[src/rtl/cmc_pkg.sv]
package cmc_pkg;

    typedef enum logic [1:0] {
        MODE_ECB = 2'b00,
        MODE_CBC = 2'b01,
        MODE_CTR = 2'b10,
        MODE_RSV = 2'b11
    } chain_mode_e;

endpackage

[src/rtl/cmc_pre.sv]
// Forms the engine input and direction for a block at acceptance time.
module cmc_pre
    import cmc_pkg::*;
#(
    parameter int WIDE_W   = 128,
    parameter int NARROW_W = 64
) (
    input  chain_mode_e       mode,
    input  logic              wide,
    input  logic              dec,
    input  logic [WIDE_W-1:0] blk,
    input  logic [WIDE_W-1:0] chain,
    output logic [WIDE_W-1:0] blk_m,
    output logic [WIDE_W-1:0] eng_in,
    output logic              eng_dec
);
    localparam logic [WIDE_W-1:0] NMASK = {{(WIDE_W-NARROW_W){1'b0}}, {NARROW_W{1'b1}}};

    always_comb begin
        blk_m = wide ? blk : (blk & NMASK);
        unique case (mode)
            MODE_CBC: begin
                eng_in  = dec ? blk_m : (blk_m ^ chain);
                eng_dec = dec;
            end
            MODE_CTR: begin
                eng_in  = chain;
                eng_dec = 1'b0;
            end
            default: begin
                eng_in  = blk_m;
                eng_dec = dec;
            end
        endcase
    end
endmodule

[src/rtl/cmc_post.sv]
// Combines the engine result with chaining state once the engine finishes.
module cmc_post
    import cmc_pkg::*;
#(
    parameter int WIDE_W   = 128,
    parameter int NARROW_W = 64
) (
    input  chain_mode_e       mode,
    input  logic              wide,
    input  logic              dec,
    input  logic [WIDE_W-1:0] blk_q,
    input  logic [WIDE_W-1:0] chain_q,
    input  logic [WIDE_W-1:0] eng_out,
    output logic [WIDE_W-1:0] res,
    output logic [WIDE_W-1:0] chain_nx
);
    localparam int HI_W = WIDE_W - NARROW_W;

    logic [WIDE_W-1:0] ctr_nx;

    generate
        if (HI_W > 0) begin : g_split
            always_comb begin
                if (wide)
                    ctr_nx = chain_q + {{(WIDE_W-1){1'b0}}, 1'b1};
                else
                    ctr_nx = {{HI_W{1'b0}}, chain_q[NARROW_W-1:0] + {{(NARROW_W-1){1'b0}}, 1'b1}};
            end
        end else begin : g_same
            always_comb ctr_nx = chain_q + {{(WIDE_W-1){1'b0}}, 1'b1};
        end
    endgenerate

    always_comb begin
        res      = eng_out;
        chain_nx = chain_q;
        unique case (mode)
            MODE_CBC: begin
                if (dec) begin
                    res      = eng_out ^ chain_q;
                    chain_nx = blk_q;
                end else begin
                    chain_nx = eng_out;
                end
            end
            MODE_CTR: begin
                res      = blk_q ^ eng_out;
                chain_nx = ctr_nx;
            end
            default: res = eng_out;
        endcase
    end
endmodule

[src/rtl/cmc_route.sv]
// Steers launch, key and block to the selected engine and picks its result.
module cmc_route #(
    parameter int WIDE_W   = 128,
    parameter int NARROW_W = 64
) (
    input  logic                wide,
    input  logic                start,
    input  logic                dec,
    input  logic [WIDE_W-1:0]   key,
    input  logic [WIDE_W-1:0]   eng_in,
    output logic                n_start,
    output logic                n_decrypt,
    output logic [NARROW_W-1:0] n_key,
    output logic [NARROW_W-1:0] n_in,
    input  logic                n_done,
    input  logic [NARROW_W-1:0] n_out,
    output logic                w_start,
    output logic                w_decrypt,
    output logic [WIDE_W-1:0]   w_key,
    output logic [WIDE_W-1:0]   w_in,
    input  logic                w_done,
    input  logic [WIDE_W-1:0]   w_out,
    output logic                sel_done,
    output logic [WIDE_W-1:0]   sel_out
);
    always_comb begin
        n_start   = start & ~wide;
        n_decrypt = dec & ~wide;
        n_key     = wide ? '0 : key[NARROW_W-1:0];
        n_in      = wide ? '0 : eng_in[NARROW_W-1:0];
        w_start   = start & wide;
        w_decrypt = dec & wide;
        w_key     = wide ? key : '0;
        w_in      = wide ? eng_in : '0;
        sel_done  = wide ? w_done : n_done;
        sel_out   = wide ? w_out : {{(WIDE_W-NARROW_W){1'b0}}, n_out};
    end
endmodule

[src/rtl/chain_mode_ctrl.sv]
module chain_mode_ctrl
    import cmc_pkg::*;
#(
    parameter int WIDE_W   = 128,
    parameter int NARROW_W = 64
) (
    input  logic                clk,
    input  logic                rst_n,
    input  logic                halt,
    input  logic [1:0]          cfg_mode,
    input  logic                cfg_wide,
    input  logic                cfg_decrypt,
    input  logic [WIDE_W-1:0]   cfg_key,
    input  logic                iv_load,
    input  logic [WIDE_W-1:0]   iv_in,
    input  logic                blk_valid,
    input  logic [WIDE_W-1:0]   blk_in,
    output logic                blk_ready,
    input  logic                eom,
    output logic                out_valid,
    output logic [WIDE_W-1:0]   out_blk,
    output logic [WIDE_W-1:0]   chain_out,
    output logic                msg_done,
    output logic                irq,
    output logic                n_start,
    output logic                n_decrypt,
    output logic [NARROW_W-1:0] n_key,
    output logic [NARROW_W-1:0] n_in,
    input  logic                n_done,
    input  logic [NARROW_W-1:0] n_out,
    output logic                w_start,
    output logic                w_decrypt,
    output logic [WIDE_W-1:0]   w_key,
    output logic [WIDE_W-1:0]   w_in,
    input  logic                w_done,
    input  logic [WIDE_W-1:0]   w_out
);
    localparam logic [WIDE_W-1:0] NMASK = {{(WIDE_W-NARROW_W){1'b0}}, {NARROW_W{1'b1}}};

    typedef struct packed {
        logic              busy;
        logic              start;
        logic              wide;
        logic              dec;
        chain_mode_e       mode;
        logic [WIDE_W-1:0] key;
        logic [WIDE_W-1:0] blk;
        logic [WIDE_W-1:0] eng_in;
        logic              eng_dec;
        logic [WIDE_W-1:0] chain;
        logic              ovalid;
        logic [WIDE_W-1:0] oblk;
        logic              eom_pend;
        logic              done;
        logic              irq;
    } ctl_t;

    ctl_t ctl_d, ctl_q;

    logic [WIDE_W-1:0] pre_blk_m, pre_in, post_res, post_chain, sel_out;
    logic              pre_dec, sel_done, accept;

    cmc_pre #(.WIDE_W(WIDE_W), .NARROW_W(NARROW_W)) u_pre (
        .mode    (chain_mode_e'(cfg_mode)),
        .wide    (cfg_wide),
        .dec     (cfg_decrypt),
        .blk     (blk_in),
        .chain   (ctl_q.chain),
        .blk_m   (pre_blk_m),
        .eng_in  (pre_in),
        .eng_dec (pre_dec)
    );

    cmc_post #(.WIDE_W(WIDE_W), .NARROW_W(NARROW_W)) u_post (
        .mode     (ctl_q.mode),
        .wide     (ctl_q.wide),
        .dec      (ctl_q.dec),
        .blk_q    (ctl_q.blk),
        .chain_q  (ctl_q.chain),
        .eng_out  (sel_out),
        .res      (post_res),
        .chain_nx (post_chain)
    );

    cmc_route #(.WIDE_W(WIDE_W), .NARROW_W(NARROW_W)) u_route (
        .wide      (ctl_q.wide),
        .start     (ctl_q.start),
        .dec       (ctl_q.eng_dec),
        .key       (ctl_q.key),
        .eng_in    (ctl_q.eng_in),
        .n_start   (n_start),
        .n_decrypt (n_decrypt),
        .n_key     (n_key),
        .n_in      (n_in),
        .n_done    (n_done),
        .n_out     (n_out),
        .w_start   (w_start),
        .w_decrypt (w_decrypt),
        .w_key     (w_key),
        .w_in      (w_in),
        .w_done    (w_done),
        .w_out     (w_out),
        .sel_done  (sel_done),
        .sel_out   (sel_out)
    );

    always_comb begin
        ctl_d        = ctl_q;
        ctl_d.start  = 1'b0;
        ctl_d.ovalid = 1'b0;
        ctl_d.irq    = 1'b0;
        accept       = !ctl_q.busy && blk_valid && !halt && !iv_load;

        if (halt) begin
            ctl_d.busy     = 1'b0;
            ctl_d.eom_pend = 1'b0;
        end else if (ctl_q.busy) begin
            if (sel_done && !ctl_q.start) begin
                ctl_d.busy   = 1'b0;
                ctl_d.ovalid = 1'b1;
                ctl_d.oblk   = post_res;
                ctl_d.chain  = post_chain;
            end
            if (eom) ctl_d.eom_pend = 1'b1;
        end else if (iv_load) begin
            ctl_d.chain    = cfg_wide ? iv_in : (iv_in & NMASK);
            ctl_d.done     = 1'b0;
            ctl_d.eom_pend = 1'b0;
        end else if (accept) begin
            ctl_d.busy    = 1'b1;
            ctl_d.start   = 1'b1;
            ctl_d.wide    = cfg_wide;
            ctl_d.dec     = cfg_decrypt;
            ctl_d.mode    = chain_mode_e'(cfg_mode);
            ctl_d.key     = cfg_wide ? cfg_key : (cfg_key & NMASK);
            ctl_d.blk     = pre_blk_m;
            ctl_d.eng_in  = pre_in;
            ctl_d.eng_dec = pre_dec;
            ctl_d.done    = 1'b0;
            if (eom) ctl_d.eom_pend = 1'b1;
        end else if (ctl_q.eom_pend) begin
            ctl_d.done     = 1'b1;
            ctl_d.irq      = 1'b1;
            ctl_d.eom_pend = 1'b0;
        end else if (eom) begin
            ctl_d.eom_pend = 1'b1;
        end
    end

    always_ff @(posedge clk or negedge rst_n) begin
        if (!rst_n) ctl_q <= '0;
        else        ctl_q <= ctl_d;
    end

    assign blk_ready = !ctl_q.busy;
    assign out_valid = ctl_q.ovalid;
    assign out_blk   = ctl_q.oblk;
    assign chain_out = ctl_q.chain;
    assign msg_done  = ctl_q.done;
    assign irq       = ctl_q.irq;

    a_r2_one_engine: assert property (@(posedge clk) disable iff (!rst_n)
        $onehot0({n_start, w_start}));
    a_r2_narrow_isolated: assert property (@(posedge clk) disable iff (!rst_n)
        n_start |-> (w_in == '0 && w_key == '0));
    a_r2_wide_isolated: assert property (@(posedge clk) disable iff (!rst_n)
        w_start |-> (n_in == '0 && n_key == '0));
    a_r3_single_start: assert property (@(posedge clk) disable iff (!rst_n)
        (n_start || w_start) |=> !(n_start || w_start));
    a_r3_accept_starts: assert property (@(posedge clk) disable iff (!rst_n)
        (blk_valid && blk_ready && !halt && !iv_load) |=> (n_start || w_start));
    a_r4_narrow_upper: assert property (@(posedge clk) disable iff (!rst_n)
        (out_valid && !ctl_q.wide) |-> (out_blk[WIDE_W-1:NARROW_W] == '0));
    a_r7_ctr_encrypt: assert property (@(posedge clk) disable iff (!rst_n)
        ((n_start || w_start) && ctl_q.mode == MODE_CTR) |-> !(n_decrypt || w_decrypt));
    a_r8_valid_pulse: assert property (@(posedge clk) disable iff (!rst_n)
        out_valid |=> !out_valid);
    a_r10_done_idle: assert property (@(posedge clk) disable iff (!rst_n)
        msg_done |-> blk_ready);
    a_r10_irq_with_done: assert property (@(posedge clk) disable iff (!rst_n)
        irq |-> msg_done);
    a_r11_halt_abort: assert property (@(posedge clk) disable iff (!rst_n)
        halt |=> (!out_valid && blk_ready && !msg_done));
endmodule

[config.mk]
export PLATFORM = sky130hd
export DESIGN_NAME = chain_mode_ctrl
export DESIGN_NICKNAME = d
export VERILOG_FILES = /design/src/rtl/cmc_pkg.sv /design/src/rtl/cmc_pre.sv /design/src/rtl/cmc_post.sv /design/src/rtl/cmc_route.sv /design/src/rtl/chain_mode_ctrl.sv
export SDC_FILE = /design/constraint.sdc
export NUM_CORES = 2
export LEC_CHECK = 0
export ABC_AREA = 0
export BUFFER_PORTS_ARGS = -buffer_cell sky130_fd_sc_hd__buf_2
export CAP_MARGIN = 20
export CORE_AREA = 3 3 484 486
export DETAILED_ROUTE_END_ITERATION = 16
export DIE_AREA = 0 0 487 489
export SLEW_MARGIN = 25
export SYNTH_ARGS = -nofsm -noshare
export SYNTH_HDL_FRONTEND = slang
export SYNTH_SLANG_ARGS = --single-unit
[constraint.sdc]
create_clock -name clk -period 4.1 [get_ports clk]
set_input_delay 0.82 -clock clk [delete_from_list [all_inputs] [get_ports clk]]
set_output_delay 0.82 -clock clk [all_outputs]
set_load 0.1 [all_outputs]
==> reports/qor.yml <==
status:
  status: "completed"
final_layout:
  drive_above_1_share_pct: 25.8
  areaGrowthSynthToFinish_pct: 25.5
  nFillCells: 25546
  fin_util_pct: 24.7
  fin_cells: 9824
  layout.nets: 7242
setup_path:
  end_kind: "primary output"
  critPathLaunchType: "flop"
  critPathSlowestCell: "dfrtp_4"
  arrival_ns: 2.82
  reg2regPathDepth: 10
  critPathMaxStageDelay_ns: 0.59
  critPathMaxFanout: 34
  cp_cell_sequence: "buf_12 -> buf_4 -> and2_1 -> buf_2"
  critPathKind: "reg -> out"
  critPathRequiredTime_ns: 3.28
clock_network:
  clock_path_buffers: 3
  clk_latency_ns: 0.74
  clockRootBuffer: "clkbuf_16"
  cts_sinks: 651
  cts_buffers: 89
  cts.clk_slew.worst_paths_ns: 0.07
  cts_tree: "done"
  htreeDepth: 3
route:
  dr_total_vias: 49461
  avgViaCountPerCell: 5.03
  first_pass_iters: 6
  wl_per_cell_um: 30.3
  drt_iter0_drc: 5453
  routed_wl_mm: 298
  ant_nets: 0
  drc_errors: 0
timing:
  fmax_mhz: 275
  relSlewSlack_pct: 29.2
  rsz0062_at_grt: "no"
  post-route-period-util_pct: 88.8
  slew_violations: 0
  worst_pin_slew_ns: 1.06
  fin_crit_ns: 3.64
  clock_skew_ns: 0.0405
  final-hold-violation-count: 0
  setup_viol_count_final: 0
  setup_tns_ns: 0
logic_synthesis:
  syn_avg_cell_area_um2: 7.66
  yosysWarningCount: 0
  syn_inst: 5918
  syn_nets: 6511
  yosys-top-cells-count: "1128 x nand2_1, 651 x dfrtp_1, 561 x o21ai_0, 474 x clkbuf_1, 332 x nor2_1"
  synthFlopType: "dfrtp_1"
  synth_top_area_share_pct: 35.9
  yosysTopAreaCell: "dfrtp_1"
  yosys_register_bits: 651
  synth_area_leaders: "dfrtp_1 36%, nand2_1 9.3%, o21ai_0 6.2%, buf_4 4.3%, clkbuf_1 3.9%"
  yosysSeqAreaShare_pct: 35.9
  async_flop_share_pct: 100
  synth-edff-count: 0
  netlist_area_mm2: 0.0453
  synth_cell_type_count: 78
  synth_most_common_cell: "nand2_1"
place:
  dp_hpwl_mm: 232
  dpl.cell_count: 9583
  place_congestion: 0.911
  io_buffer_count: 1235
global_routing:
  first_global_vias: 45163
  grt_max_degree: 197
  grt_pass1_wl_mm: 397
  antenna_found_initial: 177
  grt-ovfl-total: 0
  track_usage_pct: 23.8
die:
  core_mm2: 0.230
  die_area_mm2: 0.238
  rows: 176
  io_pins: 1236
  fp.dieH_um: 489
  start_util_pct: 19.7
  die_w_um: 487
pwr:
  total_power_w: 0.0399
  peakVddDrop_mv: 0.737
  powerDensity_mw_per_mm2: 701
  p_leak_nw: 25.6
worst_hold_path:
  whs_path_depth: 3
  min_path_type: "in -> reg"
flow_run:
  cap_violations: 0
-- report_power, final --
part | internal (W) | switching [W]
registers | 0.00795 | 0.00154
logic | 0.00403 | 0.0175
clock network | 0.00515 | 0.00370
-- worst max-delay path, delay by kind of cell, from the launching register on --
kind                   cells  cell delay [ns]
buffers and inverters      3             1.19
AND/OR/NAND/NOR            1             0.25
flip-flops                 1             0.59
-- what timing repair did --
item,4_1_cts,5_1_grt
hold buffers,1,0
endpoints found under the hold margin,1,0
resized for setup,0,0
buffers inserted,0,0
-- per-layer routing --
metal	global-route usage (%)	vias up	share of wire [%]
li1	-	21824	-
met1	28.6	23863	39
met2	37.6	3135	45
met3	9.51	569	12
met4	9.76	70	4.3
met5	0.986	-	0.16
-- logic make-up (layout without fill, tap and decap cells) --
family / after synthesis / count (layout) / share of synthesized area (%)
compound gates: 1616 / 1616 / 22.9
xor+xnor: 153 / 153 / 2.96
fa+ha+maj: 5 / 5 / 0.138
buf+inv: 957 / 1761 / 10.2
flops: 651 / 651 / 35.9
mux: 123 / 123 / 2.93
other cells: 0 / 76 / 0
simple gates: 2413 / 2413 / 25.0
-- metrics by stage --
stage	hold slack (ns)	setup WS, ns	area (um^2)
after floorplan	0.431	0.527	45300
final	0.266	0.460	56900
after global placement	0.441	0.310	53500
after global routing	0.200	0.320	56800
after detailed placement	0.451	0.547	53500
after CTS	0.144	0.324	56700
-- registers in the layout (all words and copies together), names as in the netlist --
register	count
chain_out	128
msg_done	1
out_valid	1
irq	1
ctl_q	392
out_blk	128
-- layout make-up --
cell class / instances / area [um^2] / area share [%]
antenna: 76 / 190 / 0.334
clock inverter: 47 / 711 / 1.25
timing repair buffer: 1452 / 8270 / 14.5
multi-input combinational: 4310 / 24600 / 43.2
sequential: 651 / 16300 / 28.7
inverter: 145 / 559 / 0.983
tap: 3026 / 3790 / 6.66
clock buffer: 117 / 2480 / 4.36
-- path summary, 6_finish.rpt --
check	start	to	slack, ns
setup / recovery	ctl_q[648]$_DFFE_PN0P_	w_key[0]	0.46
hold / removal	cfg_key[20]	ctl_q[537]$_DFFE_PN0P_	0.27
setup reg to reg	chain_out[30]$_DFFE_PN0P_	chain_out[115]$_DFFE_PN0P_	0.51
hold reg to reg	ctl_q[628]$_DFFE_PN0P_	ctl_q[628]$_DFFE_PN0P_	0.46
max in group asynchronous	rst_n	ctl_q[527]$_DFFE_PN0P_	2.21
min in group asynchronous	rst_n	ctl_q[306]$_DFFE_PN0P_	0.63
-- placed cells by master, fill, tap and decap left out, types with 11 or more instances in the layout --
| master | Yosys | final |
|---|---|---|
| dfrtp_1 | 651 | 648 |
| and3_1 | 56 | 56 |
| diode_2 | 0 | 76 |
| nand2_1 | 1128 | 1126 |
| or3_1 | 17 | 16 |
| inv_1 | 142 | 139 |
| a21o_1 | 60 | 60 |
| buf_2 | 30 | 1233 |
| o211ai_1 | 12 | 12 |
| xnor2_1 | 87 | 87 |
| nand4_1 | 61 | 61 |
| buf_4 | 258 | 181 |
| mux2_2 | 78 | 78 |
| o32a_1 | 66 | 66 |
| a221oi_1 | 95 | 95 |
| a21oi_1 | 314 | 314 |
| a211oi_1 | 75 | 75 |
| mux2i_1 | 45 | 45 |
| buf_12 | 0 | 35 |
| a21boi_0 | 66 | 66 |
| a222oi_1 | 11 | 11 |
| clkbuf_1 | 474 | 13 |
| a221o_1 | 60 | 60 |
| clkbuf_16 | 0 | 89 |
| nor3_1 | 94 | 91 |
| and2_1 | 267 | 266 |
| nor2b_1 | 213 | 210 |
| a22o_1 | 11 | 11 |
| nor2_1 | 332 | 329 |
| bufinv_16 | 0 | 13 |
| a22oi_1 | 106 | 106 |
| o21ai_0 | 561 | 561 |
| nor4_1 | 28 | 27 |
| o22a_1 | 20 | 20 |
| and4_1 | 16 | 16 |
| clkbuf_8 | 0 | 15 |
| xor2_1 | 66 | 66 |
| nand3_1 | 161 | 160 |
| a31oi_1 | 94 | 94 |
No activity file was read; power rests on OpenSTA's default activity.
